`config.mk`:
```
export PLATFORM = sky130hd
export DESIGN_NAME = stsreg_guard
export DESIGN_NICKNAME = d
export VERILOG_FILES = /design/src/rtl/stsreg_guard_pkg.sv /design/src/rtl/stsreg_guard_range.sv /design/src/rtl/stsreg_guard_fsm.sv /design/src/rtl/stsreg_guard_bits.sv /design/src/rtl/stsreg_guard.sv
export SDC_FILE = /design/constraint.sdc
export NUM_CORES = 1
export LEC_CHECK = 0
export BUFFER_PORTS_ARGS = -buffer_cell sky130_fd_sc_hd__buf_4
export CAP_MARGIN = 10
export CORE_MARGIN = 2
export CORE_UTILIZATION = 41
export DETAILED_ROUTE_END_ITERATION = 16
export PLACE_DENSITY = 0.87
export SYNTH_ARGS = -nofsm -noshare
export SYNTH_HDL_FRONTEND = slang
export SYNTH_SLANG_ARGS = --single-unit
```
`constraint.sdc`:
```
create_clock -name clk -period 4 [get_ports clk]
set_input_delay 0.2 -clock clk [delete_from_list [all_inputs] [get_ports clk]]
set_output_delay 0.2 -clock clk [all_outputs]
set_load 0.05 [all_outputs]
```
`src/rtl/stsreg_guard_pkg.sv`:
```
package stsreg_guard_pkg;

    typedef enum logic [1:0] {
        ST_IDLE = 2'd0,
        ST_ARM  = 2'd1,
        ST_PEND = 2'd2
    } guard_state_e;

    typedef enum logic [1:0] {
        LVL_NONE    = 2'b00,
        LVL_QUARTER = 2'b01,
        LVL_HALF    = 2'b10,
        LVL_ALL     = 2'b11
    } prot_level_e;

    localparam int unsigned STS_W      = 8;
    localparam int unsigned BIT_BUSY   = 0;
    localparam int unsigned BIT_LATCH  = 1;
    localparam int unsigned BIT_LVL_LO = 2;
    localparam int unsigned BIT_LVL_HI = 3;
    localparam int unsigned BIT_ARMPIN = 7;

endpackage

```
`src/rtl/stsreg_guard_range.sv`:
```
module stsreg_guard_range
    import stsreg_guard_pkg::*;
#(
    parameter int unsigned ADDR_W = 13
) (
    input  logic [ADDR_W-1:0] addr,
    input  logic [1:0]        level,
    output logic              in_range
);
    localparam int unsigned TOP = ADDR_W - 1;

    logic upper_half;
    logic upper_quarter;

    generate
        if (ADDR_W >= 2) begin : g_wide
            assign upper_half    = addr[TOP];
            assign upper_quarter = addr[TOP] & addr[TOP-1];
        end else begin : g_narrow
            assign upper_half    = addr[0];
            assign upper_quarter = addr[0];
        end
    endgenerate

    always_comb begin
        unique case (prot_level_e'(level))
            LVL_NONE:    in_range = 1'b0;
            LVL_QUARTER: in_range = upper_quarter;
            LVL_HALF:    in_range = upper_half;
            LVL_ALL:     in_range = 1'b1;
            default:     in_range = 1'b1;
        endcase
    end

endmodule

```
`src/rtl/stsreg_guard_fsm.sv`:
```
module stsreg_guard_fsm
    import stsreg_guard_pkg::*;
(
    input  logic clk,
    input  logic rst_n,
    input  logic cs_rise,
    input  logic op_wren,
    input  logic sts_valid,
    input  logic busy,
    input  logic latch,
    input  logic hw_prot,
    output logic set_latch,
    output logic take_data,
    output logic commit
);
    guard_state_e state_q;
    guard_state_e state_d;

    // state register
    always_ff @(posedge clk or negedge rst_n) begin
        if (!rst_n) state_q <= ST_IDLE;
        else        state_q <= state_d;
    end

    // next state
    always_comb begin
        state_d = state_q;
        unique case (state_q)
            ST_IDLE: begin
                if (!busy && op_wren)
                    state_d = ST_ARM;
                else if (!busy && sts_valid && latch && !hw_prot)
                    state_d = ST_PEND;
            end
            ST_ARM: begin
                if (cs_rise) state_d = ST_IDLE;
            end
            ST_PEND: begin
                if (hw_prot)      state_d = ST_IDLE;
                else if (cs_rise) state_d = ST_IDLE;
            end
            default: state_d = ST_IDLE;
        endcase
    end

    // outputs
    always_comb begin
        set_latch = 1'b0;
        take_data = 1'b0;
        commit    = 1'b0;
        unique case (state_q)
            ST_IDLE: take_data = !busy && !op_wren && sts_valid && latch && !hw_prot;
            ST_ARM:  set_latch = cs_rise;
            ST_PEND: commit    = cs_rise && !hw_prot && latch;
            default: ;
        endcase
    end


    pend_abort_chk: assert property (@(posedge clk) disable iff (!rst_n)
        (state_q == ST_PEND && hw_prot) |=> (state_q == ST_IDLE));


    commit_unprot_chk: assert property (@(posedge clk) disable iff (!rst_n)
        commit |-> !hw_prot);

endmodule

```
`src/rtl/stsreg_guard_bits.sv`:
```
module stsreg_guard_bits
    import stsreg_guard_pkg::*;
(
    input  logic       clk,
    input  logic       rst_n,
    input  logic       set_latch,
    input  logic       clr_latch,
    input  logic       done,
    input  logic       take_data,
    input  logic [7:0] data,
    input  logic       commit,
    output logic       latch,
    output logic       arm_pin,
    output logic [1:0] level
);
    logic       latch_q;
    logic       arm_q;
    logic [1:0] lvl_q;
    logic       held_arm_q;
    logic [1:0] held_lvl_q;

    always_ff @(posedge clk or negedge rst_n) begin
        if (!rst_n) begin
            latch_q <= 1'b0;
        end else if (set_latch) begin
            latch_q <= 1'b1;
        end else if (clr_latch || done) begin
            latch_q <= 1'b0;
        end
    end

    always_ff @(posedge clk or negedge rst_n) begin
        if (!rst_n) begin
            held_arm_q <= 1'b0;
            held_lvl_q <= 2'b00;
        end else if (take_data) begin
            held_arm_q <= data[BIT_ARMPIN];
            held_lvl_q <= data[BIT_LVL_HI:BIT_LVL_LO];
        end
    end

    always_ff @(posedge clk or negedge rst_n) begin
        if (!rst_n) begin
            arm_q <= 1'b0;
            lvl_q <= 2'b00;
        end else if (commit) begin
            arm_q <= held_arm_q;
            lvl_q <= held_lvl_q;
        end
    end

    assign latch   = latch_q;
    assign arm_pin = arm_q;
    assign level   = lvl_q;


    latch_clear_chk: assert property (@(posedge clk) disable iff (!rst_n)
        ((done || clr_latch) && !set_latch) |=> !latch_q);


    bits_hold_chk: assert property (@(posedge clk) disable iff (!rst_n)
        !commit |=> $stable({arm_q, lvl_q}));

endmodule

```
`src/rtl/stsreg_guard.sv`:
```
module stsreg_guard
    import stsreg_guard_pkg::*;
#(
    parameter int unsigned ADDR_W = 13
) (
    input  logic              clk,
    input  logic              rst_n,
    input  logic              cs_n,
    input  logic              op_wren,
    input  logic              op_wrdi,
    input  logic              sts_wr_valid,
    input  logic [7:0]        sts_wr_data,
    input  logic              wp_n,
    input  logic              eng_busy,
    input  logic              eng_done,
    input  logic [ADDR_W-1:0] chk_addr,
    output logic [7:0]        status_byte,
    output logic              sts_commit,
    output logic              arr_grant
);
    logic       cs_q;
    logic       cs_rise;
    logic       latch;
    logic       arm_pin;
    logic [1:0] level;
    logic       hw_prot;
    logic       set_latch;
    logic       take_data;
    logic       commit;
    logic       commit_q;
    logic       addr_prot;

    always_ff @(posedge clk or negedge rst_n) begin
        if (!rst_n) begin
            cs_q     <= 1'b1;
            commit_q <= 1'b0;
        end else begin
            cs_q     <= cs_n;
            commit_q <= commit;
        end
    end

    assign cs_rise = cs_n & ~cs_q;
    assign hw_prot = ~wp_n & arm_pin;

    stsreg_guard_fsm u_fsm (
        .clk       (clk),
        .rst_n     (rst_n),
        .cs_rise   (cs_rise),
        .op_wren   (op_wren),
        .sts_valid (sts_wr_valid),
        .busy      (eng_busy),
        .latch     (latch),
        .hw_prot   (hw_prot),
        .set_latch (set_latch),
        .take_data (take_data),
        .commit    (commit)
    );

    stsreg_guard_bits u_bits (
        .clk       (clk),
        .rst_n     (rst_n),
        .set_latch (set_latch),
        .clr_latch (op_wrdi & ~eng_busy),
        .done      (eng_done),
        .take_data (take_data),
        .data      (sts_wr_data),
        .commit    (commit),
        .latch     (latch),
        .arm_pin   (arm_pin),
        .level     (level)
    );

    stsreg_guard_range #(.ADDR_W(ADDR_W)) u_range (
        .addr     (chk_addr),
        .level    (level),
        .in_range (addr_prot)
    );

    assign arr_grant   = latch & ~eng_busy & ~addr_prot;
    assign sts_commit  = commit_q;
    assign status_byte = {arm_pin, 3'b000, level, latch, eng_busy};


    arr_grant_chk: assert property (@(posedge clk) disable iff (!rst_n)
        arr_grant |-> (status_byte[BIT_LATCH] && !eng_busy));


    latch_rise_chk: assert property (@(posedge clk) disable iff (!rst_n)
        $rose(status_byte[BIT_LATCH]) |-> $past(cs_n));


    commit_pulse_chk: assert property (@(posedge clk) disable iff (!rst_n)
        sts_commit |=> !sts_commit);

endmodule

```
Word-level counts from Yosys, hierarchy flattened
Index checks and enable logic that the tools add are counted.

Bits in registers: 11. Input bits: 30.

Equal/unequal tests: 6. Mux-type cells: 11. Bitwise operators: 10. Reduce and logical (&&, ||, !) cells: 17.

Operator list (count): $logic_and 1x1->1 (10); $mux 2 (4); $and 1x1->1 (6); $eq 2x2->1 const B (3); $pmux 2 s3 (1); $mux 1 (5); $eq 2x1->1 const B (2); $logic_not 2->1 (2); $not 1->1 (4); $pmux 1 s4 (1); $logic_not 1->1 (3); $ne 3x1->1 const B (1); $reduce_bool 2->1 (1); $logic_or 1x1->1 (1).

Logic depth before layout (Yosys ltp)
Gate-level depths: netlist of run 1.

Depth in word-level cells: 7. Mapped depth: 3. Depth with buffers taken out: 3.

By module
From an unflattened synthesis of run 1, not the netlist that was laid out.

Cell total of the unflattened synthesis: 44. Area total of the unflattened synthesis: 529.3 µm².

Modules (own cells, without submodules): stsreg_guard_bits (instances 1, cells each 15, area each 254.0 µm²); stsreg_guard (instances 1, cells each 13, area each 131.4 µm²); stsreg_guard_fsm (instances 1, cells each 13, area each 130.1 µm²); stsreg_guard_range (instances 1, cells each 3, area each 13.8 µm²).

Worst setup path after synthesis of run 1
OpenSTA, ideal clock, no wires.

Path kind: reg-to-output. Start: reg u_bits.lvl_q[0], in the netlist u_bits.level[0]. End: out arr_grant. Arrival time: 3272 ps. Path slack: 528 ps. Cell stages (with the launch flop): 4. Buffers on the path: 0. Path through: dfrtp_1 -> a21oi_1 -> nor2b_1 -> a2111oi_0.

Cells in the longest elaborated chain, start to end: 4. Elaborated cells on any way between the ends: 7. Those cells by class: eq/ne: 3; mux: 1; bitwise: 2; reduce/logical: 1.

RTL lines: from (decl) (line stsreg_guard_bits.sv:18) `logic [1:0] lvl_q;`; from (signal assigned) (line stsreg_guard_bits.sv:48) `lvl_q <= held_lvl_q;`; $eq 2x2->1 (tied with other cells) (line stsreg_guard_range.sv:26) `unique case (prot_level_e'(level))`; $pmux 1 s4 (*) (line stsreg_guard_range.sv:26); $not 1->1 (*) (line stsreg_guard.sv:80) `assign arr_grant = latch & ~eng_busy & ~addr_prot;`; $and 1x1->1 (*) (line stsreg_guard.sv:80); to (decl) (line stsreg_guard.sv:19) `output logic arr_grant`.

Mark *: on every way between the ends. The rest lies on a longest branch, timed or not.

Worst setup path in the final report of run 1
Ends and elaborated chain as after synthesis.

==> results of run 1 <==
-- area by class of cell --
| cell class | instances | area share (%) |
|---|---|---|
| tap | 15 | 2.63 |
| multi-input combinational | 26 | 32.0 |
| inverter | 1 | 0.525 |
| clock buffer | 4 | 3.68 |
| timing repair buffer | 21 | 22.4 |
| sequential | 11 | 38.7 |
-- sequential cells by signal, indices dropped and copies added, names as in the netlist --
register,cells
u_bits.level,2
cs_q,1
u_bits.latch,1
u_bits.held_arm_q,1
u_fsm.state_q,2
u_bits.arm_pin,1
u_bits.held_lvl_q,2
sts_commit,1
-- critical path: stages (launching register included) --
cell and delay, ns:
dfrtp_1 0.41, a21oi_1 0.14, nor2b_1 0.06, a2111oi_0 0.37, buf_4 0.27
-- synth_stat cells --
library cell	n
dfrtp_1	10
buf_4	6
mux2_1	3
mux2_4	3
a21oi_1	2
nand2b_1	2
nor2b_1	2
a2111oi_0	1
a2bb2oi_1	1
conb_1	1
dfstp_2	1
inv_1	1
nand2_1	1
nand4bb_1	1
nor2_1	1
nor2b_4	1
nor3_1	1
nor3b_1	1
nor4_4	1
o32ai_1	1
or4_4	1
-- per-layer routing --
metal  vias to the layer above  share of wire (%)
li1                        183                  -
met1                       190                 39
met2                        17                 54
met3                         0                6.9
met4                         0                  0
met5                         -                  0
-- worst paths after layout --
check	slack, ns	startpoint	endpoint	cells after the start
hold / removal	0.05	cs_n	cs_q	1
setup reg to reg	2.44	u_fsm.state_q[1]	u_bits.held_arm_q	3
setup / recovery	2.29	u_bits.level[0]	arr_grant	4
min in group asynchronous	0.30	rst_n	u_fsm.state_q[1]	2
hold reg to reg	0.51	u_bits.held_lvl_q[1]	u_bits.level[1]	1
max in group asynchronous	3.48	rst_n	cs_q	2
-- repair_timing --
item / CTS / global route
endpoints found under the hold margin: 11 / 0
hold buffers: 1 / 0
gates resized for setup: 0 / 0
-- power breakdown --
part	switching, mW	total [mW]	internal, mW	leakage [nW]
sequential	0.0142	0.142	0.128	0.145
combinational	0.0321	0.0649	0.0327	0.192
clock	0.0345	0.0731	0.0385	0.0150
-- logic make-up (layout without fill, tap and decap cells) --
kind of cell / count (synthesis) / count (layout) / share of synthesized area, %
simple gates: 12 / 12 / 18.8
flops: 11 / 11 / 50.6
buf+inv: 7 / 26 / 8.92
mux: 6 / 6 / 14.4
compound gates: 5 / 5 / 6.64
other cells: 1 / 3 / 0.686
==> results.cfg, run 1 <==
[final_layout]
fin_area_um2 = 714
nets = 94
antenna_cells = 0
drive_gt1_share_pct = 47.6
area.sequential_um2 = 277
final_common_cell = buf_4
n_fill_cell = 113
syn_to_final_growth_pct = 30.7
finalNonFillerCells = 78
fin_util_pct = 56.3
multi_input_area_um2 = 229
final_cell_mix = 20 x buf_4, 10 x dfrtp_1

[power_and_ir_drop]
ir_drop_uv = 227
power.density_nw_per_um2 = 392
leakage_nw = 0.352
fin_total_pwr_mw = 0.280

[timing]
slew_viol_final = 0
period_needed_ns = 1.71
setup_violations = 0
max_freq_ghz = 0.586
finalSetupTns_ns = 0
rsz0062_at_grt = false
fin_crit_sh_pct = 42.7
finClkSkew_ns = 0.00643
hold_ws_ns = 0.0483
finalWorstSetupSlack_ns = 2.29
hold_viol = 0

[worst_setup_path]
cp_max_fo = 4
critPathKind = reg2out
end_kind = output pin
crit_arrival_ns = 1.51
worstPathRequired_ns = 3.80
crit_path_start_kind = register

[grt]
grt_max_degree = 12
antenna_found_initial = 0
met1_usage_pct = 16.4
grt_overflow = 0
grt_busiest_layer = met2
grtUsageMet3_pct = 3.33
grt_pass1_wl_um = 1520
first_global_vias = 372
grt_util_met2_pct = 25.4
grt_use_total_pct = 15.0

[route]
drcViolationCount = 0
drt_iter0_markers = 2
wl_per_cell_um = 13.0
drt_wl_total_um = 1020
routed-via-count = 390
ant_nets = 0
vias_per_cell = 5.00
firstDrtPassIters = 4

[job]
cap_violations = 0

[yosys]
synth.cell_area_um2 = 547
synth_cell_types = 21
synthTopCellsByArea = dfrtp_1 46%, buf_4 8.2%, mux2_4 8.2%
syn_area_per_cell_um2 = 13.0
ys_ff_latch = 11
synth_top_area_share_pct = 45.8
yosysSeqAreaShare_pct = 50.6
synth_cells = 42
synth_warnings = 0
yosysTopAreaCell = dfrtp_1

[clock_tree]
clk_path_buf_depth = 2
root_buffer = clkbuf_4
clk-insertion-delay-late_ns = 0.26
cts_tree = yes
path_clk_slew_ns = 0.07
numClockSinks = 11
cts_max_level = 1
cts-buffers-inserted = 3
post_cts_buffers = 0

[min_path]
hp-class = in2reg

[placed_design]
io_buffers = 20
place_area_um2 = 678
gp_congestion = 0.735
dp.cells = 73
place_ws_ns = 2.45

[floorplan]
coreArea_um2 = 1270
initial_core_util_pct = 43.1
rows = 13
die_w_um = 40.5
io_pins = 40
die_h_um = 40.5
die-area_um2 = 1640

[outcome]
outcome = completed
(Power assumes the default switching activity.)
==> inputs of run 2 (changes only) <==
CORE_UTILIZATION = 34   (was 41)
PLACE_DENSITY = 0.78   (was 0.87)
clock period = 1.4 ns   (was 4 ns; I/O delays follow)
==> results.cfg, run 2 (synthesized netlist as in run 1, its figures left out) <==
[grt]
grt_use_total_pct = 15.4
antenna_found_initial = 0
grt_overflow = 0
grt_pass1_wl_um = 2090
first_global_vias = 479
grt_max_degree = 12

[floorplan]
die_h_um = 44.1
initial_core_util_pct = 36.3
rows = 14
die_w_um = 44.1
coreArea_um2 = 1510
io_pins = 40
die-area_um2 = 1940

[final_layout]
nets = 107
drive_gt1_share_pct = 65.8
fin_area_um2 = 886
final_cell_mix = 28 x buf_4, 8 x dfrtp_1, 6 x mux2_4
finalNonFillerCells = 92
n_fill_cell = 135
syn_to_final_growth_pct = 62.0
final_common_cell = buf_4
antenna_cells = 0

[clock_tree]
cts-buffers-inserted = 3
root_buffer = clkbuf_4
cts_tree = yes
cts_max_level = 1
numClockSinks = 11
clk_path_buf_depth = 2
path_clk_slew_ns = 0.07
clk-insertion-delay-late_ns = 0.27

[worst_setup_path]
cp_max_fo = 3
worstPathRequired_ns = 1.56
end_kind = register
crit_arrival_ns = 1.63
crit_path_start_kind = register
critPathKind = reg2reg

[route]
ant_nets = 0
drt_wl_total_um = 1250
drt_iter0_markers = 4
firstDrtPassIters = 2
routed-via-count = 436
drcViolationCount = 0
vias_per_cell = 4.74
wl_per_cell_um = 13.5

[power_and_ir_drop]
p_seq_share_pct = 45.5
ir_drop_uv = 589
p_sw_mw = 0.261
clkPwrFrac_pct = 24.8
power.density_nw_per_um2 = 993
leakage_nw = 0.433
intPower_mw = 0.618
switching_share_pct = 29.7
pwr-share-comb_pct = 29.7

[timing]
hold_viol = 0
period_needed_ns = 1.48
finalWorstSetupSlack_ns = -0.0759
setup_violations = 4
rsz0062_at_grt = true
hold_ws_ns = 0.0248
max_freq_ghz = 0.678
fin_crit_sh_pct = 105
finClkSkew_ns = 0.00462
slew_viol_final = 0

[outcome]
violations = negative setup slack
outcome = finished, violations left

[placed_design]
dp.cells = 81
dp_hpwl_um = 860
io_buffers = 20
place_area_um2 = 753
gp_congestion = 0.672

[job]
cap_violations = 0

[min_path]
hp-class = in2reg
==> run 2: worst max-delay path: stages (launching register included) <==
cell     delay [ns]
dfrtp_1        0.38
nor2b_4        0.14
or4_4          0.52
mux2_4         0.32
==> run 2: what timing repair did <==
item / 4_1_cts / 5_1_grt
pin swaps: 2 / 1
hold buffers: 3 / 0
buffers inserted: 3 / 1
cloned: 0 / 0
setup endpoints to repair: 5 / 7
hold endpoints to repair: 13 / 0
gates resized for setup: 5 / 5
==> run 2: worst paths after layout <==
path / cells after the start / to / slack [ns] / startpoint
setup / recovery: 3 / u_bits.held_lvl_q[1] / -0.08 / u_bits.arm_pin
setup reg to reg: 3 / u_bits.held_lvl_q[1] / -0.08 / u_bits.arm_pin
max in group asynchronous: 2 / cs_q / 1.01 / rst_n
hold / removal: 2 / u_bits.held_arm_q / 0.02 / sts_wr_data[7]
hold reg to reg: 1 / u_bits.held_arm_q / 0.52 / u_bits.held_arm_q
min in group asynchronous: 2 / u_bits.held_lvl_q[0] / 0.16 / rst_n
==> run 2: routing by layer <==
metal	track usage (%)	vias up	share of wire (%)
met5	0	-	0
met4	7.27	0	0.96
met3	6.12	2	5.9
met2	25.6	16	52
met1	17.3	210	41
li1	-	208	-
==> run 2: power by group through the flow <==
stage / logic (mW) / registers [mW] / clock network (mW)
detailed placement: 0.234 / 0.398 / 0
global placement: 0.231 / 0.394 / 0
floorplan: 0.142 / 0.402 / 0
finish: 0.261 / 0.400 / 0.218
global route: 0.284 / 0.407 / 0.243
CTS: 0.251 / 0.392 / 0.226
==> run 2: through the flow <==
stage | setup TNS (ns) | util, % | setup WS (ns) | power (mW)
after floorplan | -0.205 | - | -0.0587 | 0.544
after global placement | -0.184 | 50.0 | -0.0650 | 0.625
after detailed placement | -0.232 | 50.0 | -0.0819 | 0.631
after CTS | -0.315 | 56.5 | -0.0938 | 0.869
after global routing | -0.514 | 58.8 | -0.124 | 0.934
final | -0.262 | 58.8 | -0.0759 | 0.879
==> run 2: cell type report <==
| class | instances | area (um^2) | share of cell area [%] |
|---|---|---|---|
| Timing Repair Buffer | 34 | 274 | 30.9 |
| Tap cell | 16 | 20.0 | 2.26 |
| Multi-Input combinational cell | 26 | 283 | 31.9 |
| Clock buffer | 4 | 26.3 | 2.97 |
| Inverter | 1 | 3.75 | 0.424 |
| Sequential cell | 11 | 279 | 31.5 |
